### config.mk
export PLATFORM = sky130hd
export DESIGN_NAME = wrap_mask_unit
export DESIGN_NICKNAME = d
export VERILOG_FILES = /design/src/rtl/wrap_mask_pkg.sv /design/src/rtl/wrap_pin_sync.sv /design/src/rtl/wrap_mask_state.sv /design/src/rtl/wrap_addr_gate.sv /design/src/rtl/wrap_mask_unit.sv
export SDC_FILE = /design/constraint.sdc
export NUM_CORES = 1
export LEC_CHECK = 0
export BUFFER_PORTS_ARGS = -buffer_cell sky130_fd_sc_hd__buf_2
export CAP_MARGIN = 20
export CELL_PAD_IN_SITES_DETAIL_PLACEMENT = 2
export CELL_PAD_IN_SITES_GLOBAL_PLACEMENT = 2
export CORE_MARGIN = 2
export CORE_UTILIZATION = 11
export DETAILED_ROUTE_END_ITERATION = 10
export PLACE_DENSITY = 0.75
export RECOVER_POWER = 25
export SYNTH_ARGS = -nofsm -noshare
export SYNTH_HDL_FRONTEND = slang
export SYNTH_SLANG_ARGS = --single-unit
### constraint.sdc
create_clock -name clk_i -period 0.99 [get_ports clk_i]
set_input_delay 0.0495 -clock clk_i [delete_from_list [all_inputs] [get_ports clk_i]]
set_output_delay 0.0495 -clock clk_i [all_outputs]
set_load 0.05 [all_outputs]
### src/rtl/wrap_mask_pkg.sv
package wrap_mask_pkg;
  localparam logic [1:0] MODE_REAL = 2'd0;
  localparam logic [1:0] MODE_PROT = 2'd1;
  localparam logic [1:0] MODE_SMM  = 2'd2;

  localparam logic [1:0] CYC_MEM   = 2'd0;
  localparam logic [1:0] CYC_SNOOP = 2'd1;
  localparam logic [1:0] CYC_WB    = 2'd2;
endpackage

### src/rtl/wrap_pin_sync.sv
module wrap_pin_sync #(
  parameter int unsigned STAGES = 2,
  parameter logic        RST_VAL = 1'b1
) (
  input  logic clk_i,
  input  logic rst_ni,
  input  logic d_i,
  output logic q_o
);
  logic [STAGES-1:0] stg_q;

  always_ff @(posedge clk_i or negedge rst_ni) begin
    if (!rst_ni) stg_q[0] <= RST_VAL;
    else         stg_q[0] <= d_i;
  end

  for (genvar i = 1; i < STAGES; i++) begin : g_stage
    always_ff @(posedge clk_i or negedge rst_ni) begin
      if (!rst_ni) stg_q[i] <= RST_VAL;
      else         stg_q[i] <= stg_q[i-1];
    end
  end

  assign q_o = stg_q[STAGES-1];
endmodule

### src/rtl/wrap_mask_state.sv
module wrap_mask_state #(
  parameter int unsigned WIN_LIM = 5
) (
  input  logic clk_i,
  input  logic rst_ni,
  input  logic req_i,
  input  logic serialize_i,
  output logic eff_o,
  output logic chg_o
);
  localparam int unsigned CW = $clog2(WIN_LIM + 1);
  localparam logic [CW-1:0] LIM = CW'(WIN_LIM);

  logic [CW-1:0] win_q;
  logic          win_open;
  logic          eff_q, eff_d, chg_q;

  assign win_open = (win_q < LIM);
  // free follow during capture window, otherwise only at serialization
  assign eff_d    = (win_open || serialize_i) ? req_i : eff_q;

  always_ff @(posedge clk_i or negedge rst_ni) begin
    if (!rst_ni) begin
      win_q <= '0;
      eff_q <= 1'b0;
      chg_q <= 1'b0;
    end else begin
      if (win_open) win_q <= win_q + 1'b1;
      eff_q <= eff_d;
      chg_q <= eff_d ^ eff_q;
    end
  end

  assign eff_o = eff_q;
  assign chg_o = chg_q;
endmodule

### src/rtl/wrap_addr_gate.sv
module wrap_addr_gate
  import wrap_mask_pkg::*;
#(
  parameter int unsigned AW       = 32,
  parameter int unsigned MASK_BIT = 20
) (
  input  logic [AW-1:0] addr_i,
  input  logic [1:0]    mode_i,
  input  logic [1:0]    cyc_type_i,
  input  logic          eff_i,
  input  logic          req_i,
  output logic [AW-1:0] addr_o,
  output logic          undef_o
);
  localparam logic [AW-1:0] CLR = ~(AW'(1) << MASK_BIT);

  logic apply;

  assign apply   = eff_i && (mode_i == MODE_REAL) && (cyc_type_i == CYC_MEM);
  assign addr_o  = apply ? (addr_i & CLR) : addr_i;
  assign undef_o = req_i && (mode_i == MODE_PROT);
endmodule

### src/rtl/wrap_mask_unit.sv
module wrap_mask_unit #(
  parameter int unsigned AW          = 32,
  parameter int unsigned MASK_BIT    = 20,
  parameter int unsigned SYNC_STAGES = 2,
  parameter int unsigned WIN_EDGES   = 3
) (
  input  logic          clk_i,
  input  logic          rst_ni,
  input  logic          mask_n_i,
  input  logic [1:0]    mode_i,
  input  logic [1:0]    cyc_type_i,
  input  logic          serialize_i,
  input  logic [AW-1:0] addr_i,
  output logic [AW-1:0] addr_o,
  output logic          undef_o,
  output logic          mask_chg_o
);
  localparam int unsigned WIN_LIM = WIN_EDGES + SYNC_STAGES;

  logic pin_s, req, eff;

  wrap_pin_sync #(.STAGES(SYNC_STAGES), .RST_VAL(1'b1)) u_sync (
    .clk_i (clk_i),
    .rst_ni(rst_ni),
    .d_i   (mask_n_i),
    .q_o   (pin_s)
  );

  assign req = ~pin_s;

  wrap_mask_state #(.WIN_LIM(WIN_LIM)) u_state (
    .clk_i      (clk_i),
    .rst_ni     (rst_ni),
    .req_i      (req),
    .serialize_i(serialize_i),
    .eff_o      (eff),
    .chg_o      (mask_chg_o)
  );

  wrap_addr_gate #(.AW(AW), .MASK_BIT(MASK_BIT)) u_gate (
    .addr_i    (addr_i),
    .mode_i    (mode_i),
    .cyc_type_i(cyc_type_i),
    .eff_i     (eff),
    .req_i     (req),
    .addr_o    (addr_o),
    .undef_o   (undef_o)
  );
endmodule

# Yosys cells after proc, flatten, opt, wreduce, memory -nomap -nowiden
# Cells that the tools add are included.
[word_totals] reg_bits=7 in_bits=40 output_inout_bits=34 wordCells=18
[classes] n_addsub=1 order_cmp=1 n_eq_ne=1 muxes=2 n_bitwise=2 n_reduce_logical=6
[op_table] op="21-bit 2-to-1 mux" count=1
[op_table] op="2-bit logical NOT" count=2
[op_table] op="3-bit by 1-bit adder with 3-bit output, second input constant" count=1
[op_table] op="1-bit logical AND" count=3
[op_table] op="3-bit less-than comparator, second input constant" count=1
[op_table] op="2-bit by 1-bit == test with 1-bit output, second input constant" count=1
[op_table] op="1-bit logical OR" count=1
[op_table] op="1-bit 2-to-1 mux" count=1
[op_table] op="1-bit NOT" count=1
[op_table] op="1-bit bitwise XOR" count=1

# Depth between registers and ports, before layout
[depth] ltp_word=4 mapped_depth=3

# Modules after synthesis
# Synthesis repeated with hierarchy kept, for this count alone.
[unflattened] hier_cells=56 area_unflattened_um2=530.5
[modules_own_cells] module="wrap_addr_gate" n_inst=1 cells_per_inst=35 area_each_um2=254.0
[modules_own_cells] module="wrap_mask_state" n_inst=1 cells_per_inst=18 area_each_um2=220.2
[modules_own_cells] module="wrap_pin_sync" n_inst=1 cells_per_inst=2 area_each_um2=52.6
[modules_own_cells] module="wrap_mask_unit" n_inst=1 cells_per_inst=1 area_each_um2=3.8

# Least setup slack after synthesis
# Ideal clock, no wire load.
[synth_timing] kind="flip-flop to output port" from="register u_sync.stg_q[1] (netlist: u_sync.q_o)" to="output undef_o" arrival_ps=1511 path_slack_ps=-570 path_stages_with_launch=2 cell_sequence="dfstp_2 -> nor3b_1"
[synth_via] elab_chain_cells=2
[synth_rtl] item="start, declared" line="wrap_pin_sync.sv:10" rtl="logic [STAGES-1:0] stg_q;"
[synth_rtl] item="start signal, assigned by index" line="wrap_pin_sync.sv:20" rtl="else stg_q[i] <= stg_q[i-1];"
[synth_rtl] item="1-bit NOT" line="wrap_mask_unit.sv:29" rtl="assign req = ~pin_s;"
[synth_rtl] item="1-bit logical AND" line="wrap_addr_gate.sv:21" rtl="assign undef_o = req_i && (mode_i == MODE_PROT);"
[synth_rtl] item="end, declared" line="wrap_mask_unit.sv:15" rtl="output logic undef_o,"
# No other way between the ends.

# Final worst setup path
[layout_timing] from="register u_state.eff_q (netlist: u_state.eff_o)" to="output addr_o[20]"
[layout_via] elab_chain_cells=3
[layout_rtl] item="start, declared" line="wrap_mask_state.sv:16" rtl="logic eff_q, eff_d, chg_q;"
[layout_rtl] item="start signal, assigned" line="wrap_mask_state.sv:25" rtl="eff_q <= 1'b0;"
[layout_rtl] item="start signal, assigned" line="wrap_mask_state.sv:29" rtl="eff_q <= eff_d;"
[layout_rtl] item="1-bit logical AND (2 in series)" line="wrap_addr_gate.sv:19" rtl="assign apply = eff_i && (mode_i == MODE_REAL) && (cyc_type_i == CYC_MEM);"
[layout_rtl] item="21-bit 2-to-1 mux" line="wrap_addr_gate.sv:20" rtl="assign addr_o = apply ? (addr_i & CLR) : addr_i;"
[layout_rtl] item="end, declared" line="wrap_mask_unit.sv:14" rtl="output logic [AW-1:0] addr_o,"
# No other way between the ends.

==> metrics.md <==
| Metric | Value |
|---|---|
| I/O pin cnt | `between 70 and 80` |
| Clock Latency Late Sink | `about 0.23 ns` |
| Largest net degree at the start of global routing | `8` |
| Syn nets | `96` |
| CTS buffer count | `3` |
| R2R cell count | `4` |
| Gr usage total | `0.0467` |
| H-tree depth | `1` |
| GP Congestion | `roughly 0.70` |
| Pre-Repair DR Iteration Count | `2` |
| Clock Pin Slew Worst Setup and Hold Paths | `roughly 0.04 ns` |
| Die X | `approximately 73 microns` |
| First DRT Iteration DRCs | `2` |
| CP arrival | `between 1 and 1.5 ns` |
| # diodes | `0` |
| DRC errors left | `0` |
| Worst flop-to-flop path endpoint | `u_state.eff_o$_DFF_PN0_` |
| Final Util | `0.133` |
| Worst-margin pin slew | `0.251 ns` |
| Hold crit path type | `primary input to output pin` |
| CP Buf/Inv Count | `2` |
| Syn Inst Count | `55` |
| Pwr dens | `1350 mW/mm^2` |
| Grt ovf | `0` |
| Via/cell ratio | `about 3` |
| Syn. warnings | `0` |
| Initial antenna violation count | `0` |
| Synthesized cell area | `between 500 and 600 sq um` |
| FF+latch count, synth | `7` |
| Post-route ant nets | `0` |
| Setup_tns | `-0.497 ns` |
| Detailed placer's ending HPWL | `a little under 800 microns` |
| Netlist cell types | `14` |
| Leakage | `approximately 0.00027 uW` |
| Final period util | `1.45` |
| Via count | `slightly above 300` |
| Core outline area | `0.00466 sq mm` |
| Hold_sp | `addr_i[11]` |
| FMAX | `slightly below 0.7 GHz` |
| Hold Path End | `addr_o[11]` |
| Die height | `roughly 73 microns` |
| Internal reg-to-reg setup slack | `roughly 0.010 ns` |
| Outcome | `complete, but fails checks` |
| Worst Hold Depth | `0` |
| CP max-delay cell | `or4_4` |
| CTS root buf | `clkbuf_8` |
| Crit path setup slack, layout | `-0.450 ns` |
| Max_cap viols | `0` |
| CP max stage delay | `0.41 ns` |
| Max VDD drop | `roughly 0.26 mV` |
| Critical path class | `flip-flop to output pin` |
| First-pass GRT wire length | `1680 microns` |
| Initial cell density of the core | `0.112` |
| Synth top area share | `0.446` |
| Vias in the first global route | `360` |
| Share of cells above drive strength 1 | `0.755` |
| Synth area leaders | `buf_4, dfrtp_1, dfstp_2, nand2_1, nor3b_1` |
| Drt wl/cell | `~11 microns` |
| Failing checks | `negative setup slack` |
| Final Critical Period | `1.44 ns` |
| Cell Rows | `25` |
| Unrepaired setup endpoints after global routing | `true` |
| Area Growth Syn to Fin | `19.2%` |
| TritonCTS clock tree | `yes` |
| Worst Skew | `approximately 0.003 ns` |
| Crit-path cells | `inv_2 -> or4_4 -> o21a_4 -> buf_8` |
| Worst R2R Start | `u_state.win_q[0]$_DFFE_PN0N_` |
| Post-Route WL | `between 1000 and 1500 microns` |
| Crit-path leading delay family | `simple AND/OR/NAND/NOR gates` |
| Slew Limit Fails | `0` |
| Final Hold Vio Count | `0` |
| Setup violators final | `2` |
| Nature of the critical path startpoint | `flip-flop` |
| CP endpoint kind | `output pin` |
| NumNets Final | `roughly 90` |
| Clock Sinks | `7` |
| IO Port Bufs | `11` |
| Post-synth top area cell | `buf_4` |
| Worst slack, placed | `-0.298 ns` |
| Total die area | `between 0.005 and 0.006 sq mm` |
| Slew margin rel. | `0.834` |
| Crit Path Max Fanout | `2` |
| WP data required | `~0.94 ns` |
| Seq/Total Area, Yosys | `0.341` |
| Longest Clk Path Bufs | `2` |
| Syn_area_per_cell | `between 9 and 10 sq um` |
-- per-layer routing --
metal  track usage  up-vias  share of wire
li1              -      130              -
met1        0.0344      150           0.32
met2        0.0747       19           0.52
met3        0.0387        8           0.13
met4        0.0412        0          0.037
met5             0        -              0
-- cell usage in the layout (no fill, tap or decap), drive strengths merged, types with 2 or more instances in the layout --
cell and n:
buf 19, clkbuf 4, dfrtp 5, dfstp 2
dlygate4sd3 2, nand2 4, nor2 2, nor3b 2
o21a 2
-- power by group --
| group | internal (uW) | switching [uW] |
|---|---|---|
| clock | 279 | 128 |
| combinational | 55.9 | 62.7 |
| sequential | 303 | 7.49 |
-- synthesized netlist by cell type, drive strengths merged --
cell / number
buf: 31
dfrtp: 5
dfstp: 2
ha: 1
inv: 1
mux2: 1
mux2i: 1
nand2: 4
nand3: 1
nor2: 2
nor3b: 2
o21a: 2
or4: 1
xor2: 1
-- worst max-delay path by stage --
stage                            start          to  slack (ns)  depth (start not counted)
6_report       u_state.eff_o$_DFF_PN0_  addr_o[20]       -0.45                          4
5_1_grt        u_state.eff_o$_DFF_PN0_  addr_o[20]       -0.48                          4
4_1_cts        u_state.eff_o$_DFF_PN0_  addr_o[20]       -0.45                          4
3_5_place_dp   u_state.eff_o$_DFF_PN0_  addr_o[20]       -0.30                          4
3_3_place_gp   u_state.eff_o$_DFF_PN0_  addr_o[20]       -0.26                          4
2_1_floorplan  u_state.eff_o$_DFF_PN0_  addr_o[20]       -0.14                          3
-- stage by stage --
stage	std cells	hold slack, ns	power (uW)	instance area, sq um
floorplan	55	-0.246	700	534
global placement	94	-0.117	403	462
detailed placement	94	-0.107	411	462
CTS	104	0.0993	860	601
global route	103	0.0991	879	622
finish	103	0.0990	837	622
-- cells by family (layout without fill, tap and decap cells) --
group,after synthesis,in the layout,share of synthesized area
simple gates,10,10,0.0959
fa+ha+maj,1,1,0.0240
buf+inv,32,26,0.453
flops,7,7,0.341
compound gates,2,2,0.0288
mux,2,2,0.0408
xor+xnor,1,1,0.0168
-- layout make-up --
cell class              instances  area (sq um)
fillers                       519          4040
flip-flops and latches          7           179
repair buffers                 21           166
multi-input cells              16           160
well taps                      54          67.6
clock buffers                   4          45.0
inverters                       1          3.75
-- timing repair --
| item | in CTS | in global routing |
|---|---|---|
| endpoints found under the setup margin | 5 | 7 |
| setup buffers | 4 | 2 |
| hold endpoints to repair | 8 | 0 |
| pin swaps | 5 | 6 |
| hold buffers | 2 | 0 |
| gates resized for setup | 11 | 9 |
-- state kept, by name, summed over array words and instances, names as in the netlist --
name and cells:
u_state.chg_o 1, u_sync.stg_q 1, u_sync.q_o 1, u_state.win_q 3, u_state.eff_o 1
Note: power is estimated with default switching activity, not from simulation.
